===== src/rtl/plat_regs_pkg.sv =====
package plat_regs_pkg;

  localparam int unsigned ADDR_W = 16;
  localparam int unsigned DATA_W = 32;

  // Offsets whose position software relies on
  localparam logic [ADDR_W-1:0] OFS_BUILD_ID  = 16'h0000;
  localparam logic [ADDR_W-1:0] OFS_CORE_CL   = 16'h0004;
  localparam logic [ADDR_W-1:0] OFS_WRAP_CL   = 16'h0008;
  localparam logic [ADDR_W-1:0] OFS_CLK_STAT  = 16'h000C;
  localparam logic [ADDR_W-1:0] OFS_RST_CTL   = 16'h0010;
  localparam logic [ADDR_W-1:0] OFS_MEM_STAT  = 16'h0014;
  localparam logic [ADDR_W-1:0] OFS_LINK_STAT = 16'h0018;
  localparam logic [ADDR_W-1:0] OFS_CLK_DIV   = 16'h0030;
  localparam logic [ADDR_W-1:0] OFS_BUILD_OPT = 16'h0034;
  localparam logic [ADDR_W-1:0] OFS_MEM_CFG   = 16'h0038;

  typedef enum logic [3:0] {
    SEL_BUILD_ID,
    SEL_CORE_CL,
    SEL_WRAP_CL,
    SEL_CLK_STAT,
    SEL_RST_CTL,
    SEL_MEM_STAT,
    SEL_LINK_STAT,
    SEL_CLK_DIV,
    SEL_BUILD_OPT,
    SEL_MEM_CFG,
    SEL_NONE
  } reg_sel_e;

  // Fixed field values
  localparam logic [DATA_W-1:0] MEM_STAT_WORD  = 32'h0000_0005;
  localparam logic [DATA_W-1:0] BUILD_OPT_WORD = 32'h0000_000E;
  localparam logic [7:0]        CLK_UNITY      = 8'd1;
  localparam logic [11:0]       MEM_CFG_MHZ    = 12'hFFF;

endpackage


===== src/rtl/plat_addr_decode.sv =====
module plat_addr_decode
  import plat_regs_pkg::*;
(
  input  logic [ADDR_W-1:0] addr,
  output reg_sel_e          sel,
  output logic              rd_known,
  output logic              wr_known
);

  always_comb begin
    unique case (addr)
      OFS_BUILD_ID:  sel = SEL_BUILD_ID;
      OFS_CORE_CL:   sel = SEL_CORE_CL;
      OFS_WRAP_CL:   sel = SEL_WRAP_CL;
      OFS_CLK_STAT:  sel = SEL_CLK_STAT;
      OFS_RST_CTL:   sel = SEL_RST_CTL;
      OFS_MEM_STAT:  sel = SEL_MEM_STAT;
      OFS_LINK_STAT: sel = SEL_LINK_STAT;
      OFS_CLK_DIV:   sel = SEL_CLK_DIV;
      OFS_BUILD_OPT: sel = SEL_BUILD_OPT;
      OFS_MEM_CFG:   sel = SEL_MEM_CFG;
      default:       sel = SEL_NONE;
    endcase
  end

  // Offsets that return a defined word on a read
  always_comb begin
    case (sel)
      SEL_BUILD_ID, SEL_CORE_CL, SEL_WRAP_CL, SEL_MEM_STAT,
      SEL_CLK_DIV, SEL_BUILD_OPT, SEL_MEM_CFG: rd_known = 1'b1;
      default:                                 rd_known = 1'b0;
    endcase
  end

  // Every named offset takes a write without complaint
  assign wr_known = (sel != SEL_NONE);

endmodule


===== src/rtl/plat_read_mux.sv =====
module plat_read_mux
  import plat_regs_pkg::*;
#(
  parameter int unsigned MEMSZ_W = 6,
  parameter int unsigned FREQ_W  = 8
) (
  input  reg_sel_e            sel,
  input  logic [MEMSZ_W-1:0]  strap_mem_gib,
  input  logic [FREQ_W-1:0]   strap_ref_mhz,
  output logic [DATA_W-1:0]   word
);

  localparam int unsigned SIZE_FIELD_W = 4;
  localparam int unsigned SIZE_MAX     = (1 << SIZE_FIELD_W) - 1;

  logic [SIZE_FIELD_W-1:0] size_field;
  logic [7:0]              freq_field;

  generate
    if (MEMSZ_W > SIZE_FIELD_W) begin : g_clamp
      always_comb begin
        if (strap_mem_gib > MEMSZ_W'(SIZE_MAX)) size_field = SIZE_FIELD_W'(SIZE_MAX);
        else                                    size_field = strap_mem_gib[SIZE_FIELD_W-1:0];
      end
    end else begin : g_pad
      assign size_field = SIZE_FIELD_W'(strap_mem_gib);
    end
  endgenerate

  assign freq_field = 8'(strap_ref_mhz);

  always_comb begin
    case (sel)
      SEL_MEM_STAT:  word = MEM_STAT_WORD;
      SEL_CLK_DIV:   word = {CLK_UNITY, CLK_UNITY, freq_field, CLK_UNITY};
      SEL_BUILD_OPT: word = BUILD_OPT_WORD;
      SEL_MEM_CFG:   word = {16'h0000, MEM_CFG_MHZ, size_field};
      default:       word = '0;
    endcase
  end

endmodule


===== src/rtl/plat_reset_req.sv =====
module plat_reset_req (
  input  logic clk,
  input  logic rst_n,
  input  logic trigger,
  output logic pulse
);

  always_ff @(posedge clk or negedge rst_n) begin
    if (!rst_n) pulse <= 1'b0;
    else        pulse <= trigger & ~pulse;
  end

  AST_RST_ONE_CYCLE: assert property (@(posedge clk) disable iff (!rst_n) pulse |=> !pulse);

endmodule


===== src/rtl/plat_ctrl_regs.sv =====
module plat_ctrl_regs
  import plat_regs_pkg::*;
#(
  parameter int unsigned MEMSZ_W = 6,
  parameter int unsigned FREQ_W  = 8,
  parameter int unsigned SIZE_W  = 4,
  parameter int unsigned RST_BIT = 4
) (
  input  logic               clk,
  input  logic               rst_n,
  input  logic               req_valid,
  output logic               req_ready,
  input  logic               req_write,
  input  logic [15:0]        req_addr,
  input  logic [SIZE_W-1:0]  req_size,
  input  logic [31:0]        req_wdata,
  input  logic [MEMSZ_W-1:0] strap_mem_gib,
  input  logic [FREQ_W-1:0]  strap_ref_mhz,
  output logic               rsp_valid,
  output logic [31:0]        rsp_rdata,
  output logic               rsp_unimp,
  output logic               sys_rst_req
);

  localparam int unsigned WORD_BYTES = DATA_W / 8;

  reg_sel_e          sel;
  logic              rd_known;
  logic              wr_known;
  logic [DATA_W-1:0] rd_word;
  logic              size_ok;
  logic              take;
  logic              nxt_unimp;
  logic [DATA_W-1:0] nxt_data;
  logic              rst_trigger;
  logic              unused_wdata;
  logic              ready_q;

  plat_addr_decode u_dec (
    .addr     (req_addr),
    .sel      (sel),
    .rd_known (rd_known),
    .wr_known (wr_known)
  );

  plat_read_mux #(
    .MEMSZ_W (MEMSZ_W),
    .FREQ_W  (FREQ_W)
  ) u_rmux (
    .sel           (sel),
    .strap_mem_gib (strap_mem_gib),
    .strap_ref_mhz (strap_ref_mhz),
    .word          (rd_word)
  );

  assign unused_wdata = ^req_wdata;
  assign size_ok      = (req_size == SIZE_W'(WORD_BYTES));
  assign take         = req_valid & req_ready;

  always_comb begin
    if (!size_ok) begin
      nxt_unimp = 1'b1;
      nxt_data  = '0;
    end else if (req_write) begin
      nxt_unimp = ~wr_known;
      nxt_data  = '0;
    end else begin
      nxt_unimp = ~rd_known;
      nxt_data  = rd_known ? rd_word : '0;
    end
  end

  assign rst_trigger = take & req_write & size_ok & (sel == SEL_RST_CTL) & req_wdata[RST_BIT];

  plat_reset_req u_rst (
    .clk     (clk),
    .rst_n   (rst_n),
    .trigger (rst_trigger),
    .pulse   (sys_rst_req)
  );

  always_ff @(posedge clk or negedge rst_n) begin
    if (!rst_n) begin
      ready_q   <= 1'b0;
      rsp_valid <= 1'b0;
      rsp_rdata <= '0;
      rsp_unimp <= 1'b0;
    end else begin
      ready_q   <= 1'b1;
      rsp_valid <= take;
      rsp_rdata <= take ? nxt_data : '0;
      rsp_unimp <= take ? nxt_unimp : 1'b0;
    end
  end

  assign req_ready = ready_q;

  AST_RSP_FOLLOWS_REQ: assert property (@(posedge clk) disable iff (!rst_n) (req_valid && req_ready) |=> rsp_valid);
  AST_NO_STRAY_RSP: assert property (@(posedge clk) disable iff (!rst_n) !(req_valid && req_ready) |=> !rsp_valid);
  AST_BAD_SIZE_FLAGGED: assert property (@(posedge clk) disable iff (!rst_n) (req_valid && req_ready && req_size != SIZE_W'(WORD_BYTES)) |=> (rsp_unimp && rsp_rdata == '0));
  AST_UNIMP_NO_DATA: assert property (@(posedge clk) disable iff (!rst_n) rsp_unimp |-> (rsp_valid && rsp_rdata == '0));
  AST_RST_FROM_WRITE: assert property (@(posedge clk) disable iff (!rst_n) sys_rst_req |-> $past(req_valid && req_write && req_size == SIZE_W'(WORD_BYTES) && req_addr == OFS_RST_CTL));

endmodule


===== config.mk =====
export PLATFORM = sky130hd
export DESIGN_NAME = plat_ctrl_regs
export DESIGN_NICKNAME = d
export VERILOG_FILES = /design/src/rtl/plat_regs_pkg.sv /design/src/rtl/plat_addr_decode.sv /design/src/rtl/plat_read_mux.sv /design/src/rtl/plat_reset_req.sv /design/src/rtl/plat_ctrl_regs.sv
export SDC_FILE = /design/constraint.sdc
export NUM_CORES = 1
export LEC_CHECK = 0
export ABC_AREA = 1
export CAP_MARGIN = 20
export CELL_PAD_IN_SITES_DETAIL_PLACEMENT = 2
export CELL_PAD_IN_SITES_GLOBAL_PLACEMENT = 2
export CORE_MARGIN = 3
export CORE_UTILIZATION = 13
export CTS_BUF_LIST = sky130_fd_sc_hd__clkbuf_16
export CTS_CLUSTER_SIZE = 14
export DETAILED_ROUTE_END_ITERATION = 8
export HOLD_SLACK_MARGIN = 0.15
export PLACE_DENSITY = 0.84
export SLEW_MARGIN = 20
export SYNTH_ARGS = -nofsm -noshare
export SYNTH_HDL_FRONTEND = slang
export SYNTH_SLANG_ARGS = --single-unit

===== constraint.sdc =====
create_clock -name clk -period 1.3 [get_ports clk]
set_clock_uncertainty 0.2 [all_clocks]
set_input_delay 0.195 -clock clk [delete_from_list [all_inputs] [get_ports clk]]
set_output_delay 0.195 -clock clk [all_outputs]
set_load 0.03 [all_outputs]

After elaboration in Yosys (flattened, before gate mapping)
Index checks and enable logic that the tools add are counted.

Order comparisons: 1. Equal/unequal tests: 18. Multiplexer cells: 11. Bitwise logic cells: 9. Reduce and logical (&&, ||, !) cells: 3.

Operators by type and width (count): two-way mux 32 bit (4); one-hot mux 25 bit (4 select lines) (1); equality test 16 x 5 -> 1 bit, second input constant (3); equality test 16 x 6 -> 1 bit, second input constant (3); one-hot mux 4 bit (10 select lines) (1); equality test 16 x 4 -> 1 bit, second input constant (2); equality test 16 x 3 -> 1 bit, second input constant (1); equality test 4 x 3 -> 1 bit, second input constant (4); zero test 16 bit (1); equality test 4 bit, second input constant (2); OR reduction 7 bit (1); AND 1 bit (6); greater-than comparator 6 x 4 -> 1 bit, second input constant (1); equality test 4 x 1 -> 1 bit, second input constant (1); equality test 4 x 2 -> 1 bit, second input constant (1); zero test 4 bit (1); two-way mux 1 bit (4); two-way mux 4 bit (1); inequality test 4 bit, second input constant (1); NOT 1 bit (3).

Bits in registers: 36. Input port bits: 70. Output and inout bits: 36. Logic and storage cells: 47.

Logic depth before layout (Yosys ltp)
Gate-level depths: netlist of run 1.

Depth after elaboration: 9. Gate-level depth with buffers: 12.

Cells and area by module
From an unflattened synthesis of run 1, not the netlist that was laid out.

Cells, all modules: 254. Area total of the unflattened synthesis: 1984.4 um2.

Modules (own cells, without submodules): plat_ctrl_regs (instances 1, cells each 129, area an instance 1308.8 um2, sequential area each 875.8 um2); plat_read_mux (instances 1, cells each 68, area an instance 355.3 um2, sequential area each 0.0 um2); plat_addr_decode (instances 1, cells each 54, area an instance 285.3 um2, sequential area each 0.0 um2); plat_reset_req (instances 1, cells each 3, area an instance 35.0 um2, sequential area each 25.0 um2).

Least setup slack after synthesis of run 1
No wires, ideal clock.

Path kind: flip-flop to flip-flop. Start point: register ready_q, in the netlist req_ready. End point: register rsp_rdata[0]. Arrival time: 1235 ps. Data required time: 1031 ps. Setup slack: -205 ps. Stages on the path, launching flop included: 9. Period minus slack after synthesis: 1505 ps. Cells stage by stage: dfrtp_1 -> nand2_1 -> nor2_1 -> nand2_1 -> nor2_1 -> inv_2 -> a21oi_2 -> o21ai_1 -> nand3_1.

Word-level cells in the longest chain between the ends: 2.

Ends and longest elaborated chain: start, declared (line plat_ctrl_regs.sv:37) `logic ready_q;`; start signal, assigned (line plat_ctrl_regs.sv:84) `ready_q <= 1'b0;`; start signal, assigned (line plat_ctrl_regs.sv:89) `ready_q <= 1'b1;`; AND 1 bit (line plat_ctrl_regs.sv:58) `assign take = req_valid & req_ready;`; two-way mux 32 bit (line plat_ctrl_regs.sv:91) `rsp_rdata <= take ? nxt_data : '0;`; end signal, assigned (line plat_ctrl_regs.sv:91); end, declared (line plat_ctrl_regs.sv:20) `output logic [31:0] rsp_rdata,`.

Every way passes these cells.

Worst setup path in the final report of run 1
Same ends and word-level chain as after synthesis.

==> flow_summary.html, run 1 <==
<table>
<tr><th>Metric</th><th>Value</th></tr>
<tr><th colspan="2">Status</th></tr>
<tr><td>Failing checks</td><td>negative setup slack</td></tr>
<tr><td>Status</td><td>finished, violations left</td></tr>
<tr><th colspan="2">Critical path</th></tr>
<tr><td>Worst r2r src</td><td>req_ready</td></tr>
<tr><td>End of the worst register-to-register path</td><td>rsp_rdata[0]</td></tr>
<tr><td>Critical Path Sink Type</td><td>register</td></tr>
<tr><td>Worst endpoint required time</td><td>1.28 ns</td></tr>
<tr><td>Reg-to-reg slack, setup</td><td>-0.13 ns</td></tr>
<tr><td>Worst setup SP type</td><td>register</td></tr>
<tr><td>Cell family contributing the most delay on the critical path</td><td>simple AND/OR/NAND/NOR gates</td></tr>
<tr><td>Crit path buf inv count</td><td>1</td></tr>
<tr><td>Worst endpoint data arrival time</td><td>approximately 1.4 ns</td></tr>
<tr><td>CP dominant cell by count</td><td>sky130_fd_sc_hd__nor2_4</td></tr>
<tr><td>Number of cells traversed by the worst register-to-register path</td><td>8</td></tr>
<tr><td>Max Fanout on Critical Path</td><td>4</td></tr>
<tr><td>Delay of the slowest cell on the worst path</td><td>approximately 0.37 ns</td></tr>
<tr><td>Series of cell instances along the critical path</td><td>nand2_2 &gt; nor2_4 &gt; nand2_4 &gt; nor2_4 &gt; inv_4 &gt; a21oi_4 &gt; o21ai_1 &gt; nand3_1</td></tr>
<tr><td>Critical-path top delay cell</td><td>sky130_fd_sc_hd__dfrtp_2</td></tr>
<tr><td>Start-to-end type of the worst setup path</td><td>reg -&gt; reg</td></tr>
<tr><td>Startpoint of the worst setup timing path</td><td>req_ready</td></tr>
<tr><th colspan="2">Floorplanning</th></tr>
<tr><td>Site Rows</td><td>34</td></tr>
<tr><td>Total die area</td><td>10440 um2</td></tr>
<tr><td>Number of placed I/O pins</td><td>about 110</td></tr>
<tr><td>Core Box Area</td><td>slightly below 9000 um2</td></tr>
<tr><td>Die width</td><td>a little over 100 um</td></tr>
<tr><td>Die Y</td><td>slightly above 100 um</td></tr>
<tr><td>Starting utilization of the core area</td><td>roughly 14%</td></tr>
<tr><th colspan="2">Timing</th></tr>
<tr><td>Unrepaired setup endpoints after global routing</td><td>yes</td></tr>
<tr><td>Highest Clock Rate</td><td>approximately 0.7 GHz</td></tr>
<tr><td>Count of endpoints failing setup in the final report</td><td>16</td></tr>
<tr><td>Post-route minimum period</td><td>roughly 1.4 ns</td></tr>
<tr><td>Hold Fails Final Rpt</td><td>0</td></tr>
<tr><td>Final slew viol count</td><td>0</td></tr>
<tr><td>Fin Hold WS</td><td>between 0.1 and 0.15 ns</td></tr>
<tr><td>Post-route fraction of the period consumed by the critical path</td><td>109.9%</td></tr>
<tr><td>Worst Slack Setup Final</td><td>-0.1293 ns</td></tr>
<tr><th colspan="2">Layout</th></tr>
<tr><td>Count of fill cells added during filler insertion</td><td>approximately 1000</td></tr>
<tr><td>Final non-filler cell total</td><td>362</td></tr>
<tr><td>Area used by multi-input combinational logic</td><td>just over 800 um2</td></tr>
<tr><td>End-of-flow core utilization</td><td>26.56%</td></tr>
<tr><td>Relative area change from synthesis to final layout</td><td>95.42%</td></tr>
<tr><td>Final net count</td><td>between 300 and 400</td></tr>
<tr><td>Layout cell share with drive strength beyond 1</td><td>between 50% and 60%</td></tr>
<tr><td>Diode count</td><td>0</td></tr>
<tr><td>Sequential cell area</td><td>between 400 and 500 um2</td></tr>
<tr><th colspan="2">Power and ir drop</th></tr>
<tr><td>Combinational cell fraction of total power</td><td>between 20% and 30%</td></tr>
<tr><td>Maximum resistive drop on vdd</td><td>roughly 320 uV</td></tr>
<tr><td>Power per cell area</td><td>636.4 nW/um2</td></tr>
<tr><td>Internal cell power</td><td>around 1.1 mW</td></tr>
<tr><td>Fraction of power spent switching nets</td><td>25.52%</td></tr>
<tr><td>Net Sw Power</td><td>0.3817 mW</td></tr>
<tr><td>Clock network fraction of total power</td><td>about two fifths</td></tr>
<tr><td>Pleak</td><td>1.299 nW</td></tr>
<tr><td>Sequential cell fraction of total power</td><td>between 30% and 40%</td></tr>
<tr><th colspan="2">Clock tree</th></tr>
<tr><td>Worst skew pair latency</td><td>between 0.2 and 0.3 ns</td></tr>
<tr><td>Number of CTS-inserted buffers</td><td>3</td></tr>
<tr><td>Clock-pin transition on the worst setup and hold timing paths</td><td>roughly 0.050 ns</td></tr>
<tr><td>Clk root buf</td><td>sky130_fd_sc_hd__clkbuf_16</td></tr>
<tr><td>Maximum clock path buffer count</td><td>2</td></tr>
<tr><td>Number of H-tree levels</td><td>1</td></tr>
<tr><td>CTS tree</td><td>yes</td></tr>
<tr><td>Sink count of the clock tree</td><td>18</td></tr>
<tr><th colspan="2">Drt</th></tr>
<tr><td>Total number of vias</td><td>between 1000 and 1500</td></tr>
<tr><td>1st-pass router iterations</td><td>2</td></tr>
<tr><td>Wirelength, routed</td><td>4.274 mm</td></tr>
<tr><td>Total DRC errors in the routed layout</td><td>0</td></tr>
<tr><td>Post-detailed-route wirelength per cell</td><td>11.81 um</td></tr>
<tr><td>Violation count after the first detailed-route iteration</td><td>6</td></tr>
<tr><td>Vias per cell</td><td>between 3 and 4</td></tr>
<tr><td>Remaining number of nets flagged by the antenna check after routing</td><td>0</td></tr>
<tr><th colspan="2">GRT</th></tr>
<tr><td>GRT Util Overall</td><td>8.116%</td></tr>
<tr><td>Number of antenna violations at the first check in global routing</td><td>0</td></tr>
<tr><td>Number of global-route vias before repair</td><td>between 1000 and 1500</td></tr>
<tr><td>Remaining Overflow, GRT</td><td>0</td></tr>
<tr><td>Global routing met3 resource utilization</td><td>0.8874%</td></tr>
<tr><td>Top Usage Layer GRT</td><td>met2</td></tr>
<tr><td>Global-route wire length before repair</td><td>6.658 mm</td></tr>
<tr><td>Met2 track demand over resource in global routing</td><td>between 10% and 20%</td></tr>
<tr><td>Met1 usage</td><td>8.719%</td></tr>
<tr><td>Maximum number of pins on one net before global-route repair</td><td>19</td></tr>
<tr><th colspan="2">Worst hold path</th></tr>
<tr><td>Worst hold-check path type</td><td>in -&gt; reg</td></tr>
<tr><td>Number of cells on the worst hold path</td><td>3</td></tr>
<tr><td>Start point of the worst hold path</td><td>req_valid</td></tr>
<tr><td>Endpoint, Worst Hold</td><td>rsp_valid</td></tr>
<tr><th colspan="2">Synth</th></tr>
<tr><td>Most used standard cell by instance count after synthesis</td><td>sky130_fd_sc_hd__nand2_1</td></tr>
<tr><td>Syn Inst Count</td><td>between 150 and 200</td></tr>
<tr><td>Post-synthesis average cell area</td><td>~7.3 um2</td></tr>
<tr><td>List of most frequent post-synthesis cells</td><td>43 x sky130_fd_sc_hd__nand2_1, 25 x sky130_fd_sc_hd__inv_1, 19 x sky130_fd_sc_hd__nor2_1</td></tr>
<tr><td>Number of synthesized flops with an enable pin</td><td>0</td></tr>
<tr><td>Sequential area share after synthesis</td><td>a little under two fifths</td></tr>
<tr><td>Proportion of register bits with asynchronous set or reset after synthesis</td><td>100.0%</td></tr>
<tr><td>Syn Std Cell Area</td><td>between 1000 and 1500 um2</td></tr>
<tr><td>Library cell with the largest summed area after synthesis</td><td>sky130_fd_sc_hd__dfrtp_1</td></tr>
<tr><td>Post-synthesis sequential element count</td><td>18</td></tr>
<tr><td>Top post-synthesis cells by area</td><td>sky130_fd_sc_hd__dfrtp_1 37%, sky130_fd_sc_hd__nand2_1 13%, sky130_fd_sc_hd__buf_4 11%, sky130_fd_sc_hd__inv_1 7.8%, sky130_fd_sc_hd__nor2_1 5.9%</td></tr>
<tr><td>Number of warnings reported in the yosys synthesis log</td><td>0</td></tr>
<tr><td>Ys flop type</td><td>sky130_fd_sc_hd__dfrtp_1</td></tr>
<tr><td>Cell variety after synth</td><td>22</td></tr>
<tr><td>Yosys top cell area share</td><td>between 30 and 40%</td></tr>
<tr><th colspan="2">Placement</th></tr>
<tr><td>Number of placed instances, taps included</td><td>about 340</td></tr>
<tr><td>Global placement routability congestion</td><td>~0.78</td></tr>
<tr><td>Buffers on Ports</td><td>60</td></tr>
<tr><td>HPWL after detailed placement</td><td>~3.4 mm</td></tr>
<tr><th colspan="2">Flow run</th></tr>
<tr><td>Max Cap Violations</td><td>0</td></tr>
</table>
==> cells by family after synthesis <==
logic type             after synthesis  share of synthesized area (%)
AND/OR/NAND/NOR                     96                          40.27
AO/OA/AOI/OAI                        4                          1.977
other                                2                         0.6246
flip-flops                          18                          37.46
buffers and inverters               45                          19.67
==> placed cells by master (no fill, tap or decap) <==
cell type	instances
sky130_fd_sc_hd__a21oi_2	2
sky130_fd_sc_hd__nand3_2	6
sky130_fd_sc_hd__inv_1	14
sky130_fd_sc_hd__a21oi_4	1
sky130_fd_sc_hd__clkbuf_2	2
sky130_fd_sc_hd__buf_2	10
sky130_fd_sc_hd__clkdlybuf4s50_1	17
sky130_fd_sc_hd__dfrtp_1	17
sky130_fd_sc_hd__nor3_2	2
sky130_fd_sc_hd__nor3_1	1
sky130_fd_sc_hd__nand3_4	4
sky130_fd_sc_hd__nand4_1	1
sky130_fd_sc_hd__nand3_1	6
sky130_fd_sc_hd__nand4_4	1
sky130_fd_sc_hd__clkbuf_16	3
sky130_fd_sc_hd__buf_12	1
sky130_fd_sc_hd__nand2_4	6
sky130_fd_sc_hd__nor2_1	8
sky130_fd_sc_hd__nand2_1	32
sky130_fd_sc_hd__dfrtp_2	1
sky130_fd_sc_hd__nor2_8	1
sky130_fd_sc_hd__o21ai_1	1
sky130_fd_sc_hd__inv_2	12
sky130_fd_sc_hd__dlygate4sd3_1	1
sky130_fd_sc_hd__conb_1	15
sky130_fd_sc_hd__and3_1	1
sky130_fd_sc_hd__nand3b_1	2
sky130_fd_sc_hd__dlygate4sd2_1	5
sky130_fd_sc_hd__nor2_2	2
sky130_fd_sc_hd__nand2_8	1
sky130_fd_sc_hd__inv_4	2
sky130_fd_sc_hd__buf_6	14
sky130_fd_sc_hd__and3_4	1
sky130_fd_sc_hd__buf_4	39
sky130_fd_sc_hd__nor3_4	2
sky130_fd_sc_hd__nor2_4	11
sky130_fd_sc_hd__nand2_2	9
==> power groups by stage <==
stage	Sequential (mW)	Clock (mW)	Combinational, mW
2_1_floorplan	0.587	0	0.127
4_1_cts	0.568	0.634	0.308
6_report	0.569	0.610	0.317
3_3_place_gp	0.577	0	0.270
3_5_place_dp	0.578	0	0.277
5_1_grt	0.569	0.649	0.342
==> state kept, by name, indices dropped and copies added, names as in the netlist <==
signal	flops
rsp_valid	1
req_ready	1
rsp_rdata	14
u_rst.pulse	1
rsp_unimp	1
==> worst max-delay path by stage <==
stage | to | slack (ns) | cells past startpoint
6_report | rsp_rdata[0] | -0.13 | 8
5_1_grt | rsp_rdata[0] | -0.23 | 8
2_1_floorplan | rsp_rdata[10] | -0.14 | 11
3_3_place_gp | rsp_rdata[14] | -0.78 | 9
3_5_place_dp | rsp_rdata[14] | -0.87 | 9
4_1_cts | rsp_rdata[10] | -0.14 | 12
==> layout make-up <==
cell class | count | share of cell area [%]
Multi-Input combinational cell | 116 | 35.04
Timing Repair Buffer | 89 | 32.11
Inverter | 27 | 4.526
Sequential cell | 18 | 19.22
Clock buffer | 3 | 3.195
Clock inverter | 1 | 0.1597
Tap cell | 108 | 5.751
==> metal layers <==
layer,wire length (um),part of all wire [%]
met5,0,0
met1,1559,36
met4,108,2.5
met2,2370,55
met3,235,5.5
==> repair_timing <==
item / in CTS / in global routing
gates cloned: 1 / 0
endpoints found under the hold margin: 19 / 0
pin swaps: 33 / 7
resized for setup: 126 / 18
setup buffers: 13 / 2
hold buffers: 1 / 0
setup endpoints to repair: 16 / 20
==> worst min-delay path, delay by kind of cell <==
kind	cells	cell delay (ns)
and+or+nand+nor	1	0.07
buffers and inverters	2	0.29
==> metrics by stage <==
step | cell area, um2 | TNS [ns] | power [mW] | setup slack, ns
final | 2350 | -1.279 | 1.495 | -0.1293
after global routing | 2350 | -2.723 | 1.560 | -0.2339
after CTS | 2306 | -1.642 | 1.510 | -0.1441
after detailed placement | 1931 | -12.93 | 0.8546 | -0.8718
after global placement | 1931 | -11.64 | 0.8471 | -0.7817
after floorplan | 1275 | -1.460 | 0.7147 | -0.1353
Note: power is estimated with default switching activity, not from simulation.
==> run 2, diff against run 1 <==
Settings changed: CORE_UTILIZATION 13 to 16, PLACE_DENSITY 0.84 to 0.95.
Clock period 1.3 ns to 1.7 ns, I/O delays scaled along.
==> flow_summary.html, run 2 (synthesized netlist as in run 1, its figures left out) <==
<table>
<tr><th>Metric</th><th>Value</th></tr>
<tr><th colspan="2">Status</th></tr>
<tr><td>Status</td><td>completed (was finished, violations left)</td></tr>
<tr><th colspan="2">Floorplanning</th></tr>
<tr><td>Total die area</td><td>8591 um2 (was 10440 um2)</td></tr>
<tr><td>Die Y</td><td>92.69 um (was 102.2 um)</td></tr>
<tr><td>Number of placed I/O pins</td><td>106 (unchanged)</td></tr>
<tr><td>Starting utilization of the core area</td><td>17.13% (was 13.59%)</td></tr>
<tr><td>Site Rows</td><td>30 (was 34)</td></tr>
<tr><td>Core Box Area</td><td>7019 um2 (was 8848 um2)</td></tr>
<tr><td>Die width</td><td>92.69 um (was 102.2 um)</td></tr>
<tr><th colspan="2">Timing</th></tr>
<tr><td>Count of endpoints failing setup in the final report</td><td>0 (was 16)</td></tr>
<tr><td>Post-route fraction of the period consumed by the critical path</td><td>between 90% and 100%</td></tr>
<tr><td>Post-route minimum period</td><td>1.646 ns</td></tr>
<tr><td>Hold Fails Final Rpt</td><td>0 (unchanged)</td></tr>
<tr><td>Final slew viol count</td><td>0 (unchanged)</td></tr>
<tr><td>Highest Clock Rate</td><td>a little over 0.6 GHz</td></tr>
<tr><td>Worst Slack Setup Final</td><td>0.05367 ns (was -0.1293 ns)</td></tr>
<tr><th colspan="2">Placement</th></tr>
<tr><td>Global placement routability congestion</td><td>0.7646 (was 0.7806)</td></tr>
<tr><td>Buffers on Ports</td><td>60 (unchanged)</td></tr>
<tr><td>Number of placed instances, taps included</td><td>331 (was 341)</td></tr>
<tr><td>Place WS</td><td>-0.6047 ns (was -0.8718 ns)</td></tr>
<tr><td>Cell area after placement</td><td>1949 um2 (was 1931 um2)</td></tr>
<tr><td>HPWL after detailed placement</td><td>3.613 mm (was 3.395 mm)</td></tr>
<tr><th colspan="2">Critical path</th></tr>
<tr><td>Reg-to-reg slack, setup</td><td>0.20 ns (was -0.13 ns)</td></tr>
<tr><td>Worst r2r src</td><td>req_ready (unchanged)</td></tr>
<tr><td>Start-to-end type of the worst setup path</td><td>in -&gt; reg (was reg -&gt; reg)</td></tr>
<tr><td>Critical Path Sink Type</td><td>register (unchanged)</td></tr>
<tr><td>Worst endpoint required time</td><td>1.69 ns (was 1.28 ns)</td></tr>
<tr><td>Number of cells traversed by the worst register-to-register path</td><td>8 (unchanged)</td></tr>
<tr><td>Worst endpoint data arrival time</td><td>1.64 ns (was 1.41 ns)</td></tr>
<tr><td>End of the worst register-to-register path</td><td>rsp_rdata[10] (was rsp_rdata[0])</td></tr>
<tr><td>Worst setup SP type</td><td>primary input (was register)</td></tr>
<tr><td>Max Fanout on Critical Path</td><td>6 (was 4)</td></tr>
<tr><th colspan="2">Drt</th></tr>
<tr><td>Remaining number of nets flagged by the antenna check after routing</td><td>0 (unchanged)</td></tr>
<tr><td>Total number of vias</td><td>1362 (was 1308)</td></tr>
<tr><td>Total DRC errors in the routed layout</td><td>0 (unchanged)</td></tr>
<tr><td>Violation count after the first detailed-route iteration</td><td>5 (was 6)</td></tr>
<tr><td>Vias per cell</td><td>3.858 (was 3.613)</td></tr>
<tr><td>Post-detailed-route wirelength per cell</td><td>14.25 um (was 11.81 um)</td></tr>
<tr><td>1st-pass router iterations</td><td>3 (was 2)</td></tr>
<tr><td>Wirelength, routed</td><td>5.032 mm (was 4.274 mm)</td></tr>
<tr><th colspan="2">Clock tree</th></tr>
<tr><td>Clk root buf</td><td>sky130_fd_sc_hd__clkbuf_16 (unchanged)</td></tr>
<tr><td>CTS tree</td><td>yes (unchanged)</td></tr>
<tr><td>Quantity of hold-fixing buffers added after cts</td><td>0 (was 1)</td></tr>
<tr><td>Worst skew pair latency</td><td>0.25 ns (about the same)</td></tr>
<tr><td>Clock-pin transition on the worst setup and hold timing paths</td><td>0.05 ns (about the same)</td></tr>
<tr><td>Sink count of the clock tree</td><td>18 (unchanged)</td></tr>
<tr><td>Number of CTS-inserted buffers</td><td>3 (unchanged)</td></tr>
<tr><td>Maximum clock path buffer count</td><td>2 (unchanged)</td></tr>
<tr><td>Number of H-tree levels</td><td>1 (unchanged)</td></tr>
<tr><th colspan="2">GRT</th></tr>
<tr><td>GRT Util Overall</td><td>11.74% (was 8.116%)</td></tr>
<tr><td>Global-route wire length before repair</td><td>7.762 mm (was 6.658 mm)</td></tr>
<tr><td>Remaining Overflow, GRT</td><td>0 (unchanged)</td></tr>
<tr><td>Maximum number of pins on one net before global-route repair</td><td>19 (unchanged)</td></tr>
<tr><td>Number of antenna violations at the first check in global routing</td><td>0 (unchanged)</td></tr>
<tr><td>Number of global-route vias before repair</td><td>1566 (was 1396)</td></tr>
<tr><th colspan="2">Worst hold path</th></tr>
<tr><td>Worst hold-check path type</td><td>in -&gt; async (was in -&gt; reg)</td></tr>
<tr><th colspan="2">Layout</th></tr>
<tr><td>Final net count</td><td>328 (was 325)</td></tr>
<tr><td>Commonest cells after routing, fill and taps aside</td><td>32 x sky130_fd_sc_hd__nand2_1, 31 x sky130_fd_sc_hd__buf_4, 25 x sky130_fd_sc_hd__dlygate4sd2_1, 18 x sky130_fd_sc_hd__clkdlybuf4s50_1, 18 x sky130_fd_sc_hd__dfrtp_1 (was 39 x sky130_fd_sc_hd__buf_4, 32 x sky130_fd_sc_hd__nand2_1, 17 x sky130_fd_sc_hd__clkdlybuf4s50_1, 17 x sky130_fd_sc_hd__dfrtp_1, 15 x sky130_fd_sc_hd__conb_1)</td></tr>
<tr><td>Final non-filler cell total</td><td>353 (was 362)</td></tr>
<tr><td>Diode count</td><td>0 (unchanged)</td></tr>
<tr><td>Relative area change from synthesis to final layout</td><td>94.28% (was 95.42%)</td></tr>
<tr><td>Layout cell share with drive strength beyond 1</td><td>41.63% (was 52.36%)</td></tr>
<tr><td>Cell area after layout</td><td>2336 um2 (was 2350 um2)</td></tr>
<tr><td>Max FFs per register</td><td>14 (unchanged)</td></tr>
<tr><td>Leading cell type in the layout, fill and taps excluded</td><td>sky130_fd_sc_hd__nand2_1 (was sky130_fd_sc_hd__buf_4)</td></tr>
<tr><td>Biggest register</td><td>rsp_rdata (unchanged)</td></tr>
<tr><th colspan="2">Power and ir drop</th></tr>
<tr><td>Maximum resistive drop on vdd</td><td>285.9 uV (was 319.8 uV)</td></tr>
<tr><td>Power per cell area</td><td>481.8 nW/um2 (was 636.4 nW/um2)</td></tr>
<tr><td>Pleak</td><td>1.391 nW (was 1.299 nW)</td></tr>
<tr><td>Final Total Pwr</td><td>1.125 mW (was 1.495 mW)</td></tr>
<tr><th colspan="2">Flow run</th></tr>
<tr><td>Max Cap Violations</td><td>0 (unchanged)</td></tr>
</table>
[run 2: how the worst max path moves through the flow]
stage	start	to	depth (start not counted)
2_1_floorplan	req_addr[11]	rsp_rdata[10]	11
3_3_place_gp	req_addr[4]	rsp_rdata[10]	9
3_5_place_dp	req_addr[4]	rsp_rdata[11]	9
4_1_cts	rsp_rdata[13]	rsp_rdata[13]	1
5_1_grt	req_addr[6]	rsp_unimp	12
6_report	req_addr[6]	rsp_rdata[10]	12
[run 2: critical path: stages]
cell and delay [ns]:
sky130_fd_sc_hd__dlygate4sd2_1 0.24, sky130_fd_sc_hd__inv_2 0.07, sky130_fd_sc_hd__nand2_4 0.09, sky130_fd_sc_hd__nor2_4 0.18
sky130_fd_sc_hd__nand3_4 0.10, sky130_fd_sc_hd__nand2_2 0.10, sky130_fd_sc_hd__nand2_4 0.06, sky130_fd_sc_hd__nand2_4 0.10
sky130_fd_sc_hd__nand4_4 0.15, sky130_fd_sc_hd__nand3_4 0.16, sky130_fd_sc_hd__nand2_2 0.09, sky130_fd_sc_hd__inv_2 0.04
[run 2: cell type report]
class | count | area [um2]
Timing Repair Buffer | 92 | 770.7
Clock inverter | 1 | 3.754
Multi-Input combinational cell | 116 | 814.5
Sequential cell | 18 | 450.4
Tap cell | 96 | 120.1
Clock buffer | 3 | 75.07
Fill cell | 818 | 4683
Inverter | 27 | 101.3
[run 2: routing by layer]
metal | global-route usage, % | part of all wire, %
met3 | 1.543 | 4.9
met2 | 25.74 | 60
met4 | 4.151 | 2.3
met5 | 0 | 0
met1 | 10.47 | 32
[run 2: where the power goes]
group	internal, mW	total (mW)	leakage, nW	switching, mW
registers	0.433	0.434	0.247	0.00113
clock network	0.313	0.466	0.0385	0.153
logic	0.0935	0.226	1.10	0.132
total	0.839	1.13	1.39	0.286
[run 2: stage by stage]
stage          util, %  hold slack [ns]  TNS [ns]
2_1_floorplan        -          -0.2406         0
3_3_place_gp     27.77           0.3075    -5.442
3_5_place_dp     27.77           0.3279    -7.961
4_1_cts          31.98           0.1712         0
5_1_grt          33.28           0.1796   -0.4042
6_report         33.28           0.1641         0
[run 2: what timing repair did]
action	CTS	global route
gates resized for setup	87	45
buffers inserted	12	5
setup endpoints to repair	36	16
pin swaps	25	31
gates cloned	1	0
hold endpoints to repair	0	0
==> run 3, diff against run 2 <==
Settings changed: CTS_CLUSTER_DIAMETER set to 200.
==> results of run 3 <==
Final layout, timing and power as in run 2 (identical DEF).
